### src/rtl/uart_rxb_pkg.sv
package uart_rxb_pkg;

  // threshold in bytes for the two-bit select field
  function automatic logic [4:0] trig_bytes(input logic [1:0] sel);
    case (sel)
      2'b00:   return 5'd1;
      2'b01:   return 5'd4;
      2'b10:   return 5'd8;
      default: return 5'd14;
    endcase
  endfunction

  // bits per character: start + data + optional parity + stop
  function automatic logic [3:0] frame_bits(input logic [3:0] lc);
    return 4'd7 + {2'b00, lc[1:0]} + {3'b000, lc[3]} + {3'b000, lc[2]};
  endfunction

endpackage

### src/rtl/rxb_store.sv
module rxb_store #(
  parameter int DEPTH = 16,
  parameter int W     = 8
) (
  input  logic                         clk,
  input  logic                         rst_n,
  input  logic                         clr,
  input  logic                         push,
  input  logic [W-1:0]                 push_data,
  input  logic                         pop,
  output logic [W-1:0]                 front,
  output logic [$clog2(DEPTH+1)-1:0]   fill
);
  localparam int AW = $clog2(DEPTH);
  localparam int CW = $clog2(DEPTH+1);

  logic [W-1:0]  mem [DEPTH];
  logic [AW-1:0] wptr_q, wptr_d, rptr_q, rptr_d;
  logic [CW-1:0] fill_q, fill_d;

  function automatic logic [AW-1:0] bump(input logic [AW-1:0] p);
    return (p == AW'(DEPTH-1)) ? '0 : p + AW'(1);
  endfunction

  always_comb begin
    wptr_d = wptr_q;
    rptr_d = rptr_q;
    fill_d = fill_q;
    if (clr) begin
      wptr_d = '0;
      rptr_d = '0;
      fill_d = '0;
    end else begin
      if (push) wptr_d = bump(wptr_q);
      if (pop)  rptr_d = bump(rptr_q);
      fill_d = fill_q + CW'(push) - CW'(pop);
    end
  end

  always_ff @(posedge clk or negedge rst_n) begin
    if (!rst_n) begin
      wptr_q <= '0;
      rptr_q <= '0;
      fill_q <= '0;
    end else begin
      wptr_q <= wptr_d;
      rptr_q <= rptr_d;
      fill_q <= fill_d;
    end
  end

  always_ff @(posedge clk) begin
    if (push && !clr) mem[wptr_q] <= push_data;
  end

  assign front = mem[rptr_q];
  assign fill  = fill_q;
endmodule

### src/rtl/rxb_char_timer.sv
module rxb_char_timer
  import uart_rxb_pkg::*;
#(
  parameter int DIV_W = 16
) (
  input  logic             clk,
  input  logic             rst_n,
  input  logic [DIV_W-1:0] divisor,
  input  logic [3:0]       line_ctl,
  input  logic             restart,
  input  logic             cancel,
  output logic             fire
);
  localparam int TW = DIV_W + 10;

  logic [DIV_W-1:0] div_eff;
  logic [DIV_W+3:0] prod;
  logic [TW-1:0]    limit, cnt_q, cnt_d;
  logic             run_q, run_d;

  always_comb begin
    div_eff = (divisor == '0) ? DIV_W'(1) : divisor;
    prod    = {4'b0000, div_eff} * {{DIV_W{1'b0}}, frame_bits(line_ctl)};
    limit   = {prod, 6'b000000};
  end

  assign fire = run_q && (cnt_q == TW'(1)) && !restart && !cancel;

  always_comb begin
    run_d = run_q;
    cnt_d = cnt_q;
    if (cancel) begin
      run_d = 1'b0;
    end else if (restart) begin
      run_d = 1'b1;
      cnt_d = limit;
    end else if (run_q) begin
      if (cnt_q == TW'(1)) run_d = 1'b0;
      else                 cnt_d = cnt_q - TW'(1);
    end
  end

  always_ff @(posedge clk or negedge rst_n) begin
    if (!rst_n) begin
      run_q <= 1'b0;
      cnt_q <= '0;
    end else begin
      run_q <= run_d;
      cnt_q <= cnt_d;
    end
  end
endmodule

### src/rtl/uart_rx_buffer.sv
module uart_rx_buffer
  import uart_rxb_pkg::*;
#(
  parameter int DEPTH = 16,
  parameter int DIV_W = 16
) (
  input  logic             clk,
  input  logic             rst_n,
  input  logic             rx_valid,
  input  logic [7:0]       rx_byte,
  input  logic             rx_break,
  input  logic             ctl_wr,
  input  logic [7:0]       ctl_data,
  input  logic             rd_pop,
  input  logic             lsr_rd,
  input  logic [DIV_W-1:0] divisor,
  input  logic [3:0]       line_ctl,
  output logic [7:0]       rd_data,
  output logic             data_ready,
  output logic             brk_flag,
  output logic             overrun,
  output logic             trig_hit,
  output logic             timeout_pend,
  output logic             tx_flush
);
  localparam int CW = $clog2(DEPTH+1);

  logic          fifo_en_q, fifo_en_d;
  logic [1:0]    trig_sel_q, trig_sel_d;
  logic [7:0]    hold_q, hold_d;
  logic          hdr_q, hdr_d, brk_q, brk_d, ovr_q, ovr_d, tmo_q, tmo_d, txf_q, txf_d;
  logic          rx_clr, in_evt, pop_ok, push_ok, drop, hold_ovr, restart_t, fire;
  logic [7:0]    in_byte, front;
  logic [CW-1:0] fill, fill_after_pop, level;
  logic          unused_ctl;

  assign unused_ctl = ^ctl_data[5:3];

  // control decode
  assign rx_clr  = ctl_wr && (ctl_data[1] || (ctl_data[0] != fifo_en_q));
  assign txf_d   = ctl_wr && (ctl_data[2] || (ctl_data[0] != fifo_en_q));
  assign in_evt  = rx_valid || rx_break;
  assign in_byte = rx_break ? 8'h00 : rx_byte;
  assign level   = CW'(trig_bytes(trig_sel_q));

  // queued-mode data path
  assign pop_ok         = fifo_en_q && rd_pop && (fill != '0) && !rx_clr;
  assign fill_after_pop = fill - CW'(pop_ok);
  assign push_ok        = fifo_en_q && in_evt && !rx_clr && (fill_after_pop < CW'(DEPTH));
  assign drop           = fifo_en_q && in_evt && !rx_clr && (fill_after_pop >= CW'(DEPTH));
  assign hold_ovr       = !fifo_en_q && in_evt && !rx_clr && hdr_q && !rd_pop;
  assign restart_t      = fifo_en_q && !rx_clr && (rx_valid || (pop_ok && (fill > CW'(1))));

  rxb_store #(.DEPTH(DEPTH), .W(8)) u_store (
    .clk       (clk),
    .rst_n     (rst_n),
    .clr       (rx_clr),
    .push      (push_ok),
    .push_data (in_byte),
    .pop       (pop_ok),
    .front     (front),
    .fill      (fill)
  );

  rxb_char_timer #(.DIV_W(DIV_W)) u_timer (
    .clk      (clk),
    .rst_n    (rst_n),
    .divisor  (divisor),
    .line_ctl (line_ctl),
    .restart  (restart_t),
    .cancel   (rx_clr),
    .fire     (fire)
  );

  always_comb begin
    fifo_en_d  = ctl_wr ? ctl_data[0]   : fifo_en_q;
    trig_sel_d = ctl_wr ? ctl_data[7:6] : trig_sel_q;

    hold_d = hold_q;
    hdr_d  = hdr_q;
    if (rx_clr) begin
      hdr_d = 1'b0;
    end else if (!fifo_en_q) begin
      if (in_evt) begin
        hold_d = in_byte;
        hdr_d  = 1'b1;
      end else if (rd_pop) begin
        hdr_d  = 1'b0;
      end
    end

    brk_d = brk_q;
    if (rx_clr)                                   brk_d = 1'b0;
    else if (rx_break)                            brk_d = 1'b1;
    else if (lsr_rd)                              brk_d = 1'b0;
    else if (fifo_en_q && pop_ok && fill == CW'(1)) brk_d = 1'b0;
    else if (!fifo_en_q && rd_pop)                brk_d = 1'b0;

    ovr_d = ovr_q;
    if (drop || hold_ovr) ovr_d = 1'b1;
    else if (lsr_rd)      ovr_d = 1'b0;

    tmo_d = tmo_q;
    if (rx_clr || rd_pop)                      tmo_d = 1'b0;
    else if (fire && fifo_en_q && fill != '0) tmo_d = 1'b1;
  end

  always_ff @(posedge clk or negedge rst_n) begin
    if (!rst_n) begin
      fifo_en_q  <= 1'b0;
      trig_sel_q <= 2'b00;
      hold_q     <= 8'h00;
      hdr_q      <= 1'b0;
      brk_q      <= 1'b0;
      ovr_q      <= 1'b0;
      tmo_q      <= 1'b0;
      txf_q      <= 1'b0;
    end else begin
      fifo_en_q  <= fifo_en_d;
      trig_sel_q <= trig_sel_d;
      hold_q     <= hold_d;
      hdr_q      <= hdr_d;
      brk_q      <= brk_d;
      ovr_q      <= ovr_d;
      tmo_q      <= tmo_d;
      txf_q      <= txf_d;
    end
  end

  assign rd_data      = fifo_en_q ? ((fill != '0) ? front : 8'h00) : hold_q;
  assign data_ready   = fifo_en_q ? (fill != '0) : hdr_q;
  assign trig_hit     = fifo_en_q ? (fill >= level) : hdr_q;
  assign brk_flag     = brk_q;
  assign overrun      = ovr_q;
  assign timeout_pend = tmo_q;
  assign tx_flush     = txf_q;
endmodule

### config.mk
export PLATFORM = sky130hd
export DESIGN_NAME = uart_rx_buffer
export DESIGN_NICKNAME = d
export VERILOG_FILES = /design/src/rtl/uart_rxb_pkg.sv /design/src/rtl/rxb_store.sv /design/src/rtl/rxb_char_timer.sv /design/src/rtl/uart_rx_buffer.sv
export SDC_FILE = /design/constraint.sdc
export NUM_CORES = 1
export LEC_CHECK = 0
export BUFFER_PORTS_ARGS = -buffer_cell sky130_fd_sc_hd__buf_4
export CELL_PAD_IN_SITES_DETAIL_PLACEMENT = 0
export CELL_PAD_IN_SITES_GLOBAL_PLACEMENT = 2
export CORE_MARGIN = 4
export CORE_UTILIZATION = 42
export CTS_CLUSTER_SIZE = 20
export DETAILED_ROUTE_END_ITERATION = 16
export PLACE_DENSITY_LB_ADDON = 0.1
export SYNTH_ARGS = -nofsm -noshare
export SYNTH_HDL_FRONTEND = slang
export SYNTH_SLANG_ARGS = --single-unit
export TNS_END_PERCENT = 10
### constraint.sdc
create_clock -name clk -period 3.9 [get_ports clk]
set_clock_uncertainty 0.2 [all_clocks]
set_input_delay 0.78 -clock clk [delete_from_list [all_inputs] [get_ports clk]]
set_output_delay 0.78 -clock clk [all_outputs]
set_load 0.005 [all_outputs]
==> impl_metrics.tcl <==
set metrics [dict create \
    status "finished with violations" \
    violations "negative setup slack" \
    path_common_cell "ha_4" \
    maxSlewViolCount 0 \
    ys_seq_elements 184 \
    combPwrFrac_pct 42.3 \
    start_kind "input pin" \
    netlist_area_um2 10300 \
    path_cells "buf_8 > inv_12 > ha_4 > inv_2 > ha_4 > fa_2 > xnor2_4 > and2_4 > fa_1 > inv_1 > fa_1 > inv_2 > ha_4 > o21a_1 > o21a_1 > o21ai_2 > o21ba_4 > a221oi_2 > xor2_1 > mux2i_1" \
    crit_slowest_cell "fa_1" \
    path_depth 20 \
    pwr-share-seq_pct 33.5 \
    path_clk_slew_ns 0.08 \
    ys_warn_count 0 \
    crit_fanout 5 \
    ir_worst_vdd_v 0.000366 \
    synth_area_per_cell_um2 11.8 \
    yosysSeqAreaShare_pct 50.8 \
    p_sw_w 0.00271 \
    reg2regPathDepth 16 \
    syn2layout_area_growth_pct 23.9 \
    cts_tree "done" \
    numCtsBuffers 17 \
    fin_nets 1127 \
    initial_core_util_pct 42.6 \
    setup_viol 15 \
    std_cell_rows 57 \
    insertion_delay_ns 0.44 \
    totalWireLength_um 24100 \
    boundaryPins 57 \
    synth-edff-count 128 \
    drt_pre_antenna_iters 5 \
    finalCriticalPeriod_ns 4.60 \
    ys_async_sr_fraction_pct 30.4 \
    place.gp.congestion 0.759 \
    clockBufferDepth 2 \
    drtIter0Drc 460 \
    max_stage_delay_ns 0.49 \
    max_cap_viol_count 0 \
    pwr-share-clk_pct 24.2 \
    syn-num-nets 992 \
    power.density_nw_per_um2 582 \
    die_w_um 165 \
    regArea_um2 5250 \
    first_global_vias 7237 \
    critPathTopFamily "adder cells" \
    core_um2 24200 \
    fp.dieArea_um2 27100 \
    yosysTopAreaCell "edfxtp_1" \
    max_freq_mhz 217 \
    grtUsageTotal_pct 18.9 \
    ant_nets 0 \
    antenna_found_initial 0 \
    io_buffers 53 \
    synth_area_leaders "edfxtp_1 (37%), dfrtp_1 (14%), fa_1 (5.8%), ha_1 (5.7%), mux2i_1 (4.1%)" \
    clkSinkCount 184 \
    cp.required_ns 4.01 \
    synth_cell_types 55 \
    tightest_slew_ns 0.747 \
    grt_max_degree 57 \
    htreeDepth 4 \
    hold_viol 0 \
    grt_pass1_wl_um 39700 \
    p_int_w 0.00474 \
    n_fill_cell 2135 \
    synth_top_area_share_pct 37.2 \
    routed_via_density 5.16 \
    netSwitchingFraction_pct 36.4 \
    vias 6935 \
    crit_buf_inv 5 \
    gr-total-overflow 0 \
    syn-instance-count 872 \
    wire_per_inst_um 17.9 \
    total_power_w 0.00745 \
    fin_ws_ns -0.699 \
    p_leak_nw 5.10 \
    rsz0062_at_grt "yes" \
    drive_above_1_share_pct 27.1 \
    max-slew-margin-rel_pct 50.2 \
    timing.final.crit_share_pct 118 \
    hp-class "in -> async" \
    criticalPathCategory "in -> reg" \
    dieHeight_um 165 \
    synthFlopType "edfxtp_1" \
    dp_hpwl_um 17400 \
    worstPathArrival_ns 4.71 \
    setup.worst_path.end_class "flip-flop" \
    holdBufCountCts 0 \
    fin_area_um2 12800 \
    multi_input_area_um2 5030 \
    clockRootBuffer "clkbuf_16" \
    drc 0 \
    place_area_um2 11800 \
]
## per-layer routing
layer	track usage [%]	up-vias	part of all wire, %	wire (um)
li1	-	3364	-	-
met1	28.5	3430	51	12200
met2	28.6	127	45	10800
met3	3.52	14	3.8	908
met4	3.74	0	0.83	200
met5	0	-	0	0
## power groups by stage
stage                     Clock (W)  Sequential (W)  Combinational [W]
final                       0.00180         0.00250            0.00315
after floorplan                   0         0.00248            0.00196
after global routing        0.00193         0.00253            0.00352
after detailed placement          0         0.00254            0.00288
after CTS                   0.00184         0.00250            0.00312
after global placement            0         0.00252            0.00285
## final timing paths
kind / startpoint / to / slack (ns)
min in group clk: overrun$_DFFE_PN0P_ / overrun$_DFFE_PN0P_ / 0.30
hold / removal: rst_n / hold_q[5]$_DFFE_PN0P_ / 0.20
max in group asynchronous: rst_n / u_store.rptr_q[0]$_DFFE_PN0P_ / 2.78
setup / recovery: line_ctl[0] / u_timer.cnt_q[23]$_DFFE_PN0P_ / -0.70
hold reg to reg: overrun$_DFFE_PN0P_ / overrun$_DFFE_PN0P_ / 0.30
setup reg to reg: u_store.fill[2]$_DFF_PN0_ / u_store.fill[4]$_DFF_PN0_ / 0.41
## per-stage QoR
stage / worst slack, ns / hold slack (ns) / util, % / std cells / TNS (ns)
global placement: -1.25 / 0.291 / 48.8 / 1307 / -16.95
CTS: -0.670 / 0.227 / 52.6 / 1344 / -7.30
floorplan: -0.904 / 0.277 / - / 872 / -10.53
finish: -0.699 / 0.201 / 52.7 / 1345 / -6.98
detailed placement: -1.34 / 0.288 / 48.8 / 1307 / -17.99
global route: -0.805 / 0.251 / 52.7 / 1344 / -9.38
## flip-flops by register name, summed over array words and instances, names as in the netlist
signal / cells
hdr_q: 1
timeout_pend: 1
brk_flag: 1
u_store.mem: 128
u_store.fill: 5
u_timer.run_q: 1
fifo_en_q: 1
u_store.rptr_q: 4
trig_sel_q: 2
overrun: 1
u_store.wptr_q: 4
tx_flush: 1
hold_q: 8
u_timer.cnt_q: 26
## repair_timing
item,in CTS,in global routing
setup endpoints to repair,16,16
gates resized for setup,54,8
cloned,1,0
pin swaps,57,20
buffers inserted,4,0
## cells by family (layout without fill, tap and decap cells)
family                   count (synthesis)  count (layout)  synth area share (%)
flip-flops                             184             184                  50.8
AO/OA/AOI/OAI                          134             134                  8.41
AND/OR/NAND/NOR                        257             257                  13.5
adder cells (fa/ha/maj)                 77              77                  11.5
XOR/XNOR                                45              46                  3.82
other                                    0               1                     0
multiplexers                            59              59                  7.67
buffers and inverters                  116             263                  4.27
## cell usage in the layout (no fill, tap or decap), types with 9 or more instances in the layout
cell type	instances
ha_1	34
nor3_1	13
nor2b_1	47
fa_1	28
xor2_1	15
mux2i_1	42
and3_1	9
xnor2_1	28
and2_4	10
nand2_1	60
clkbuf_16	17
inv_1	75
o22ai_1	16
a21oi_1	20
nor2_1	37
dfrtp_1	55
edfxtp_1	128
mux4_2	16
ha_4	11
a21o_1	9
buf_4	142
o21ai_0	26
and2_1	31
## cell usage after synthesis (4+ instances only)
cell / n
a21o_1: 9
a21oi_1: 29
a31oi_1: 6
and2_1: 41
and3_1: 9
buf_2: 4
clkbuf_1: 26
dfrtp_1: 56
edfxtp_1: 128
fa_1: 30
ha_1: 47
inv_1: 84
mux2i_1: 42
mux4_2: 16
nand2_1: 64
nand2b_1: 4
nand3_1: 7
nand4_1: 4
nor2_1: 37
nor2b_1: 48
nor3_1: 13
nor4_1: 8
o21a_1: 7
o21ai_0: 31
o21ai_1: 5
o221ai_1: 8
o22ai_1: 16
o32ai_1: 8
or3_1: 6
xnor2_1: 30
xor2_1: 15
## layout make-up
class                           instances  share of cell area, %
Clock buffer                           17                   3.33
Tap cell                              324                   3.17
Timing Repair Buffer                  147                   8.87
Clock inverter                         15                   1.67
Sequential cell                       184                   41.0
Multi-Input combinational cell        573                   39.3
Inverter                               84                   2.60
Antenna cell                            1                 0.0196
(Power assumes the default switching activity.)
